File: src/rtl/psk_frame_tx.sv
module psk_frame_tx #(
  parameter int          CLK_HZ = 96000,
  parameter int          SYM_HZ = 9600,
  parameter logic [31:0] UW     = 32'h9B58A3CD
) (
  input  logic       clk,
  input  logic       rst_n,
  input  logic       start,
  input  logic [2:0] pre_len,
  input  logic [1:0] mode,
  input  logic [7:0] len_m1,
  input  logic       in_valid,
  input  logic [7:0] in_data,
  output logic       in_ready,
  output logic       sym_stb,
  output logic [2:0] sym,
  output logic       busy
);
  localparam int DIV  = CLK_HZ / SYM_HZ;
  localparam int DIVW = $clog2(DIV + 1);
  localparam logic [DIVW-1:0] DLAST = DIVW'(DIV - 1);

  typedef enum logic [1:0] {ST_IDLE, ST_HDR, ST_PAY} st_t;

  st_t             phase;
  logic [DIVW-1:0] div_cnt;
  logic [79:0]     hdr_sr;
  logic [6:0]      hdr_left;
  logic [1:0]      bps;
  logic [8:0]      left;
  logic [10:0]     acc;
  logic [3:0]      cnt;
  logic [2:0]      pre_eff;
  logic [1:0]      mode_eff;
  logic [79:0]     hdr_init;
  logic [2:0]      pay_sym;

  always_comb begin
    if (pre_len < 3'd2)      pre_eff = 3'd2;
    else if (pre_len > 3'd5) pre_eff = 3'd5;
    else                     pre_eff = pre_len;
  end

  assign mode_eff = (mode == 2'd3) ? 2'd0 : mode;
  assign hdr_init = {40'hAAAAAAAAAA, UW, 6'd0, mode_eff};

  wire start_ok = start && (phase == ST_IDLE);
  wire tick     = (phase != ST_IDLE) && (div_cnt == DLAST);
  wire have     = cnt >= {2'b00, bps};
  assign in_ready = (phase != ST_IDLE) && (left != 9'd0) && !have;
  wire take     = in_valid && in_ready;
  wire hdr_emit = tick && (phase == ST_HDR);
  wire pay_emit = tick && (phase == ST_PAY) && (have || (left == 9'd0 && cnt != 4'd0));
  assign busy   = (phase != ST_IDLE);

  assign pay_sym = (bps == 2'd1) ? {2'b00, acc[10]} :
                   (bps == 2'd2) ? {1'b0, acc[10:9]} : acc[10:8];

  always_ff @(posedge clk or negedge rst_n) begin
    if (!rst_n) begin
      phase    <= ST_IDLE;
      div_cnt  <= '0;
      hdr_sr   <= '0;
      hdr_left <= '0;
      bps      <= 2'd1;
      left     <= '0;
      acc      <= '0;
      cnt      <= '0;
      sym      <= '0;
      sym_stb  <= 1'b0;
    end else begin
      sym_stb <= 1'b0;
      if (start_ok) begin
        phase    <= ST_HDR;
        div_cnt  <= DIVW'(1);
        hdr_sr   <= hdr_init << (7'(3'd5 - pre_eff) * 7'd8);
        hdr_left <= 7'(pre_eff) * 7'd8 + 7'd40;
        bps      <= mode_eff + 2'd1;
        left     <= 9'(len_m1) + 9'd1;
        acc      <= '0;
        cnt      <= '0;
      end else if (phase != ST_IDLE) begin
        div_cnt <= tick ? '0 : div_cnt + DIVW'(1);
      end
      if (take) begin
        acc  <= acc | ({in_data, 3'b000} >> cnt);
        cnt  <= cnt + 4'd8;
        left <= left - 9'd1;
      end
      if (hdr_emit) begin
        sym      <= {2'b00, hdr_sr[79]};
        sym_stb  <= 1'b1;
        hdr_sr   <= hdr_sr << 1;
        hdr_left <= hdr_left - 7'd1;
        if (hdr_left == 7'd1) phase <= ST_PAY;
      end
      if (pay_emit) begin
        sym     <= pay_sym;
        sym_stb <= 1'b1;
        acc     <= acc << bps;
        cnt     <= have ? cnt - {2'b00, bps} : 4'd0;
        if (left == 9'd0 && cnt <= {2'b00, bps}) phase <= ST_IDLE;
      end
    end
  end

  logic [DIVW-1:0] gap;
  always_ff @(posedge clk or negedge rst_n) begin
    if (!rst_n)            gap <= DLAST;
    else if (sym_stb)      gap <= '0;
    else if (gap != DLAST) gap <= gap + DIVW'(1);
  end

  p_hdr_one_bit_r2: assert property (@(posedge clk) disable iff (!rst_n)
    (sym_stb && $past(phase == ST_HDR)) |-> (sym[2:1] == 2'b00));

  p_pay_width_r5: assert property (@(posedge clk) disable iff (!rst_n)
    sym_stb |-> ((sym >> bps) == 3'd0));

  p_stb_spacing_r8: assert property (@(posedge clk) disable iff (!rst_n)
    sym_stb |-> (gap == DLAST));

  p_end_with_stb_r10: assert property (@(posedge clk) disable iff (!rst_n)
    $fell(busy) |-> sym_stb);

  p_ignore_start_r11: assert property (@(posedge clk) disable iff (!rst_n)
    (start && busy) |=> $stable(bps));
endmodule

File: config.mk
export PLATFORM = sky130hd
export DESIGN_NAME = psk_frame_tx
export DESIGN_NICKNAME = d
export VERILOG_FILES = /design/src/rtl/psk_frame_tx.sv
export SDC_FILE = /design/constraint.sdc
export NUM_CORES = 1
export LEC_CHECK = 0
export BUFFER_PORTS_ARGS = -buffer_cell sky130_fd_sc_hd__buf_2
export CORE_MARGIN = 3
export CORE_UTILIZATION = 56
export CTS_CLUSTER_SIZE = 25
export DETAILED_ROUTE_END_ITERATION = 10
export HOLD_SLACK_MARGIN = 0.08
export PLACE_DENSITY = 0.76
export REMOVE_ABC_BUFFERS = 1
export SLEW_MARGIN = 20
export SYNTH_ARGS = -nofsm -noshare
export SYNTH_HDL_FRONTEND = slang
export SYNTH_SLANG_ARGS = --single-unit
File: constraint.sdc
create_clock -name clk -period 2.85 [get_ports clk]
set_clock_uncertainty 0.2 [all_clocks]
set_input_delay 0.285 -clock clk [delete_from_list [all_inputs] [get_ports clk]]
set_output_delay 0.285 -clock clk [all_outputs]
set_load 0.02 [all_outputs]
; Word level (Yosys, flattened, before mapping)
; Index checks and enable logic that the tools add are counted.
[op_classes]
addsub = 9
order_cmp = 4
eq_ne = 7
n_shift = 3
n_mux = 30
bitwise = 1
n_reduce_logical = 22
[op_table]
columns = operator, n
row1 = 80-bit two-way mux, 2
row2 = 80-bit by 7-bit << shifter with 80-bit output, 1
row3 = 11-bit two-way mux, 3
row4 = 4-bit two-way mux, 7
row5 = 3-bit two-way mux, 6
row6 = 9-bit two-way mux, 2
row7 = 7-bit two-way mux, 2
row8 = 2-bit two-way mux, 6
row9 = 11-bit bitwise OR, 1
row10 = 11-bit by 2-bit << shifter with 11-bit output, 1
row11 = 11-bit by 4-bit >> shifter with 11-bit output, 1
row12 = 1-bit logical AND, 10
row13 = 2-bit nonzero test, 5
row14 = 8-bit by 1-bit adder with 9-bit output (second input constant), 1
row15 = 9-bit zero test, 1
row16 = 9-bit nonzero test, 1
row17 = 9-bit by 1-bit subtractor with 9-bit output (second input constant), 1
row18 = 6-bit by 6-bit adder with 7-bit output (second input constant), 1
row19 = 7-bit by 1-bit == test with 1-bit output (second input constant), 1
row20 = 7-bit by 1-bit subtractor with 7-bit output (second input constant), 1
row21 = 2-bit == test (second input constant), 3
row22 = 4-bit by 1-bit adder with 4-bit output (second input constant), 1
row23 = 4-bit adder (second input constant), 1
row24 = 2-bit by 1-bit == test with 1-bit output (second input constant), 2
row25 = 14 further kinds, 15
[totals]
reg_bits = 123
inputBits = 25
elab_cells = 86

; Logic depth before layout (Yosys ltp)
; Gate-level depths: netlist of the first run.
[depth]
ltp_word = 7
depth_mapped = 11

; Least setup slack after synthesis of the first run
; OpenSTA, ideal clock, no wires.
[synth_timing]
path_type = register -> register
start = register cnt[0]
end = register left[8]
setup_ps = 121
t_arrival_ps = 2833
required_ps = 2529
slack_ps = -304
path_stages_with_launch = 11
period_less_slack_ps = 3154
path_cell_list = dfrtp_1 clkbuf_1 inv_1 ha_1 inv_1 fa_1 a2111o_1 or4b_4 or4_1 nand3_1 o21ai_1
[synth_between]
elab_chain_cells = 5
elab_cells_between_ends = 6
[synth_lines]
columns = item, line_no
row1 = "start, declared", 32  ; logic [3:0] cnt;
row2 = "start signal, assigned", 87  ; cnt <= cnt + 4'd8;
row3 = "start signal, assigned", 101  ; cnt <= have ? cnt - {2'b00, bps} : 4'd0;
row4 = 4-bit by 2-bit >= comparator with 1-bit output *, 49  ; wire have = cnt >= {2'b00, bps};
row5 = 1-bit zero test *, 50  ; assign in_ready = (phase != ST_IDLE) && (left != 9'd0) && !have;
row6 = 1-bit logical AND *, 50
row7 = 1-bit logical AND *, 51  ; wire take = in_valid && in_ready;
row8 = 9-bit two-way mux or 2-bit nonzero test (tied branches), --
row9 = "end signal, assigned", 79  ; left <= 9'(len_m1) + 9'd1;
row10 = "end signal, assigned", 88  ; left <= left - 9'd1;
row11 = "end, declared", 30  ; logic [8:0] left;
; Every way passes the cells marked *; elsewhere a longest branch is shown, timed or not.
; A chain may end at the register's enable or synchronous reset.

; Final worst setup path of the first run
[layout_timing]
start = register bps[0]
end = register left[8]
[layout_between]
elab_chain_cells = 5
elab_cells_between_ends = 6
[layout_lines]
columns = item, line_no
row1 = "start, declared", 29  ; logic [1:0] bps;
row2 = "start signal, assigned", 78  ; bps <= mode_eff + 2'd1;
row3 = 4-bit by 2-bit >= comparator with 1-bit output *, 49
row4 = 1-bit zero test *, 50
row5 = 1-bit logical AND *, 50
row6 = 1-bit logical AND *, 51
row7 = 9-bit two-way mux or 2-bit nonzero test (tied branches), --
; Marked as above.

==> flow_metrics.py, run 1 <==
metrics = {
    "grt": {
        "grt_pass1_vias": 6002,
        "gr-total-overflow": 0,
        "antenna_found_initial": 0,
        "grt_start_max_net_pins": 88,
        "grt_pass1_wl_um": 29100,
        "grt.total_usage_pct": 27.4,
    },
    "setup_path": {
        "cp.required_ns": 2.95,
        "cp_slowest_cell": "or4b_4",
        "crit_chain": "ha_1 -> inv_2 -> fa_2 -> a2111o_1 -> or4b_4 -> or4_4 -> nand3_1 -> o21ai_1",
        "crit_fanout": 3,
        "slowest_delay_ns": 0.56,
        "end_kind": "flop",
        "crit_arrival_ns": 2.93,
        "cp-start-kind": "flop",
        "path_class": "reg2reg",
        "path_buf_inv": 1,
        "cp_top_family": "simple AND/OR/NAND/NOR gates",
    },
    "clocking": {
        "clk_path_buf_depth": 2,
        "clkLatencyLatePin_ns": 0.42,
        "cts_root_buf": "clkbuf_16",
        "cts_tree": "built",
        "htree_levels": 4,
        "clock_sinks": 123,
        "cts_buffers": 17,
        "clk_pin_slew_ns": 0.06,
    },
    "outcome": {
        "status": "finished, final reports clean",
    },
    "logic_synthesis": {
        "synth_largest_area_cell": "dfrtp_1",
        "syn_area_um2": 6830,
        "synth-seq-area-share_pct": 45.1,
        "synth_top_flop_cell": "dfrtp_1",
        "ys_seq_elements": 123,
        "syn_avg_cell_area_um2": 8.63,
        "synthTopCellsByArea": "dfrtp_1 (45%), nor2_1 (5.7%), nand2_1 (5.5%), a21oi_1 (5.1%), o21ai_0 (4.8%)",
        "synth_cell_types": 61,
        "yosys.area.top_type_share_pct": 44.7,
        "yosysWarnings": 0,
        "synth_cells": 791,
        "async_flop_share_pct": 100,
        "synth_edf_count": 0,
    },
    "floorplan": {
        "start_util_pct": 58.5,
        "num_rows": 39,
        "die_w_um": 116,
        "dieArea_um2": 13500,
        "io_pins": 31,
        "core_area_um2": 11700,
        "fp.dieH_um": 116,
    },
    "drt": {
        "drt-vias-per-instance": 6.28,
        "drt_wl_total_um": 17600,
        "via_count": 6210,
        "wire_per_inst_um": 17.8,
        "ant_nets": 0,
        "drt_iter0_drc": 657,
        "drc": 0,
        "firstDrtPassIters": 6,
    },
    "timing": {
        "rsz0062_at_grt": "yes",
        "min_period_over_period_pct": 99.4,
        "tightest_slew_ns": 0.760,
        "hold_viol": 0,
        "setup-violations-final": 0,
        "max-slew-margin-rel_pct": 48.6,
        "drv_slew": 0,
        "period_minus_slack_ns": 2.83,
        "fmax_ghz": 0.353,
    },
    "placed_design": {
        "place_congestion": 0.918,
        "port_buffers": 30,
        "dp_hpwl_um": 11700,
        "dp.cells": 943,
    },
    "power_and_ir_drop": {
        "p_leak_nw": 3.56,
        "ir_worst_vdd_uv": 443,
        "powerDensity_nw_per_um2": 985,
    },
    "finish": {
        "syn2layout_area_growth_pct": 18.5,
        "final_nets": 881,
        "antenna_cells": 0,
        "drive_gt1_share_pct": 15.7,
        "stdcell_count": 989,
        "post-route-util_pct": 69.3,
    },
    "worst_hold_path": {
        "hp-class": "in2reg",
    },
    "flow_run": {
        "maxCapViolCount": 0,
    },
}
path summary, 6_finish.rpt:
kind | end | cells past startpoint | slack, ns | startpoint
min in group asynchronous | left[7] | 2 | 0.26 | rst_n
setup / recovery | left[8] | 8 | 0.02 | bps[0]
max in group asynchronous | bps[0] | 3 | 1.35 | rst_n
setup reg to reg | left[8] | 8 | 0.02 | bps[0]
hold reg to reg | hdr_sr[13] | 2 | 0.27 | hdr_sr[12]
hold / removal | hdr_sr[61] | 4 | 0.10 | pre_len[1]
layer usage:
layer | wire, µm | GRT usage [%] | vias up
met4 | 360 | 10.9 | 0
met3 | 1010 | 6.22 | 35
met5 | 0 | 0 | -
met2 | 8590 | 43.8 | 223
li1 | - | - | 2921
met1 | 7680 | 36.5 | 3031
worst min-delay path, cell delays in order:
cell and delay (ns):
buf_2 0.12, nor4_1 0.06, o22ai_1 0.11, o21ai_0 0.09
cells in the final DEF (no fill, tap or decap), types with 8 or more instances in the layout:
master and instances:
ha_1 21, nand2_1 100, nand3_1 27, dlygate4sd3_1 13, inv_1 18, a21oi_1 70
a31o_2 8, mux2i_1 16, dfrtp_1 122, buf_4 41, o21ai_0 65, nor2_1 104
o211ai_1 8, nor3_1 19, buf_2 29, a221oi_1 10, clkbuf_16 17, a211oi_1 11
kinds of logic after synthesis:
kind of cell / synth area share, %
buffers and inverters: 4.60
AO/OA/AOI/OAI: 21.6
multiplexers: 3.83
XOR/XNOR: 1.15
adder cells (fa/ha/maj): 4.14
flip-flops: 45.1
AND/OR/NAND/NOR: 19.6
stage by stage:
step	hold WS [ns]	TNS [ns]	cell area [µm²]	total power [W]	worst slack, ns
after floorplan	-0.211	-322.46	6580	0.00475	-5.03
after global placement	0.167	-0.147	7300	0.00545	-0.0432
after detailed placement	0.166	-1.38	7300	0.00562	-0.205
after CTS	0.0843	0	8060	0.00795	0.00812
after global routing	0.113	-0.0371	8090	0.00848	-0.0371
final	0.102	0	8090	0.00796	0.0178
synthesized netlist by cell type (6+ instances only):
cell type	instances
dfrtp_1	122
nor2_1	104
nand2_1	100
a21oi_1	70
o21ai_0	65
clkbuf_1	51
nand3_1	27
ha_1	21
nor3_1	21
inv_1	19
mux2i_1	16
a211oi_1	11
a221oi_1	10
a31o_2	8
o211ai_1	8
buf_1	7
a221o_1	6
a22oi_1	6
a31oi_1	6
nand2b_1	6
nor2b_1	6
o311ai_0	6
o31ai_1	6
xnor2_1	6
report_power, final:
part / internal [W] / leakage, nW / switching, W / total [W]
Clock: 0.00151 / 0.305 / 0.000758 / 0.00226
Combinational: 0.00117 / 1.70 / 0.00149 / 0.00266
Sequential: 0.00250 / 1.55 / 0.000533 / 0.00304
Total: 0.00518 / 3.56 / 0.00278 / 0.00796
area by class of cell:
class / instances / area, µm²
Clock inverter: 6 / 108
Tap cell: 143 / 179
Inverter: 19 / 71.3
Clock buffer: 25 / 515
Sequential cell: 123 / 3080
Multi-Input combinational cell: 586 / 3470
Timing Repair Buffer: 87 / 663
Fill cell: 894 / 3580
what timing repair did:
item | 4_1_cts | 5_1_grt
gates resized for setup | 2 | 5
endpoints found under the hold margin | 64 | 0
pin swaps | 1 | 1
hold buffers | 13 | 0
setup endpoints to repair | 13 | 8
buffers inserted | 1 | 1
registers in the layout, indices dropped and copies added (netlist names):
name	cells
hdr_left	7
div_cnt	4
sym_stb	1
phase	2
cnt	4
sym	3
acc	11
bps	2
left	9
hdr_sr	80
Power figures use the tool's default switching activity.
==> run 2: changes to the inputs <==
MAX_ROUTING_LAYER = met4   (was unset)
RECOVER_POWER = 25   (was unset)
==> run 2 against run 1 <==
Sequential power about the same. Die area unchanged. Register-to-register slack improved by 0.03 ns. Via count decreased by 0.50%. Final cell count decreased by 0.51%. Flip-flop and latch count unchanged. Hold slack got worse by 0.0063 ns.
==> flow_metrics.py, run 2 (same netlist as run 1, synthesis figures left out) <==
metrics = {
    "worst_hold_path": {
        "hp-class": "in2reg",
        "hp-start": "mode[0]",
        "holdPathStages": 4,
    },
    "clocking": {
        "clkLatencyLatePin_ns": 0.42,
        "htree_levels": 4,
        "clock_sinks": 123,
        "cts_buffers": 17,
        "cts_root_buf": "clkbuf_16",
        "clk_pin_slew_ns": 0.05,
        "cts_tree": "built",
        "clk_path_buf_depth": 2,
    },
    "grt": {
        "grt_pass1_wl_um": 29200,
        "gr-total-overflow": 0,
        "grt.total_usage_pct": 28.2,
        "antenna_found_initial": 0,
        "grt_pass1_vias": 6011,
        "grt_start_max_net_pins": 88,
    },
    "timing": {
        "setup_ws_ns": 0.0476,
        "hold_viol": 0,
        "fmax_ghz": 0.357,
        "setup-violations-final": 0,
        "tightest_slew_ns": 1.24,
        "holdWs_ns": 0.0954,
        "period_minus_slack_ns": 2.80,
        "min_period_over_period_pct": 98.3,
        "rsz0062_at_grt": "yes",
        "max-slew-margin-rel_pct": 17.5,
        "drv_slew": 0,
    },
    "finish": {
        "largest_registers": "hdr_sr: 80 flops, acc: 11 flops, left: 9 flops",
        "drive_gt1_share_pct": 15.1,
        "fillers": 931,
        "antenna_cells": 0,
        "syn2layout_area_growth_pct": 17.1,
        "final_nets": 876,
        "final_common_cell": "dfrtp_1",
        "final_cell_mix": "dfrtp_1 (122), nor2_1 (104), nand2_1 (100), a21oi_1 (70), o21ai_0 (65)",
        "largest_register_ffs": 80,
        "largest_register": "hdr_sr",
    },
    "power_and_ir_drop": {
        "p_leak_nw": 3.51,
        "powerDensity_nw_per_um2": 979,
        "ir_worst_vdd_uv": 628,
    },
    "outcome": {
        "status": "finished, final reports clean",
    },
    "placed_design": {
        "dp_hpwl_um": 11500,
        "port_buffers": 30,
        "place_congestion": 0.939,
        "dpl_worst_slack_ns": -0.209,
    },
    "drt": {
        "firstDrtPassIters": 6,
        "wire_per_inst_um": 17.6,
        "drt-vias-per-instance": 6.28,
        "drc": 0,
        "drt_iter0_drc": 527,
        "drt_wl_total_um": 17300,
        "via_count": 6179,
        "ant_nets": 0,
    },
    "floorplan": {
        "fp.dieH_um": 116,
        "dieArea_um2": 13500,
        "core_area_um2": 11700,
        "start_util_pct": 58.5,
        "die_w_um": 116,
        "num_rows": 39,
        "io_pins": 31,
    },
    "setup_path": {
        "cp_num_cells": 8,
        "slowest_delay_ns": 0.55,
        "crit_start": "bps[0]",
        "crit_arrival_ns": 2.91,
        "end_kind": "flop",
        "cp_top_family": "simple AND/OR/NAND/NOR gates",
        "r2r-start": "bps[0]",
        "path_class": "reg2reg",
        "cp-start-kind": "flop",
        "cp.required_ns": 2.95,
        "path_buf_inv": 1,
        "crit_fanout": 4,
        "crit_chain": "ha_1 -> inv_2 -> fa_2 -> a2111o_1 -> or4b_4 -> or4_1 -> nand3_1 -> o21ai_1",
        "r2r_cells": 8,
        "cp_slowest_cell": "or4b_4",
    },
    "flow_run": {
        "maxCapViolCount": 0,
    },
}
==> run 2: cell count changes in the layout (fill, tap and decap cells not counted), sizes merged <==
cell,delta
bufinv,-1
dlygate4sd3,-3
buf,-4
clkbuf,+3
==> run 2: tightest hold or removal path, stage by stage <==
cell     delay (ns)
buf_2          0.12
inv_1          0.05
ha_1           0.12
o21ai_0        0.08
==> run 2: cell type report <==
type                            count  area, µm²  area share (%)
Clock buffer                       26        519            6.50
Clock inverter                      5       81.3            1.02
Inverter                           19       71.3           0.892
Multi-Input combinational cell    586       3460            43.3
Sequential cell                   123       3080            38.5
Tap cell                          143        179            2.24
Timing Repair Buffer               82        602            7.53
==> run 2: final timing paths <==
check,to,slack (ns)
worst max-delay path,left[8],0.05
max in group asynchronous,hdr_sr[0],0.35
worst min register to register,hdr_sr[7],0.27
worst min-delay path,bps[1],0.1
min in group asynchronous,div_cnt[0],0.46
worst max register to register,left[8],0.05
==> run 2: per-layer routing <==
layer	up-vias	share of wire (%)	routed length, µm	global-route usage (%)
li1	2898	-	-	-
met2	241	50	8620	44.9
met4	0	2.3	391	10.2
met5	-	0	0	-
met3	41	5.7	994	6.11
met1	2999	42	7330	35.6
==> run 2: per-stage QoR <==
stage	power (W)	TNS (ns)	cells	util (%)	instance area, µm²
2_1_floorplan	0.00475	-322.46	728	-	6580
3_3_place_gp	0.00544	-0.0518	942	62.5	7290
3_5_place_dp	0.00559	-1.54	942	62.5	7290
4_1_cts	0.00782	0	983	68.6	8000
5_1_grt	0.00836	-0.251	984	68.5	7990
6_report	0.00783	0	984	68.5	7990
==> run 2: repair_timing <==
item	CTS	global route
gates resized for setup	4	2
cloned	0	0
setup buffers	0	1
hold buffers	10	0
endpoints found under the setup margin	16	5
endpoints found under the hold margin	55	0
==> run 2: power by group <==
group          leakage [nW]  switching [W]  total (W)  internal (W)
logic                  1.66        0.00147    0.00263       0.00116
registers              1.55       0.000518    0.00302       0.00250
clock network         0.293       0.000752    0.00217       0.00142
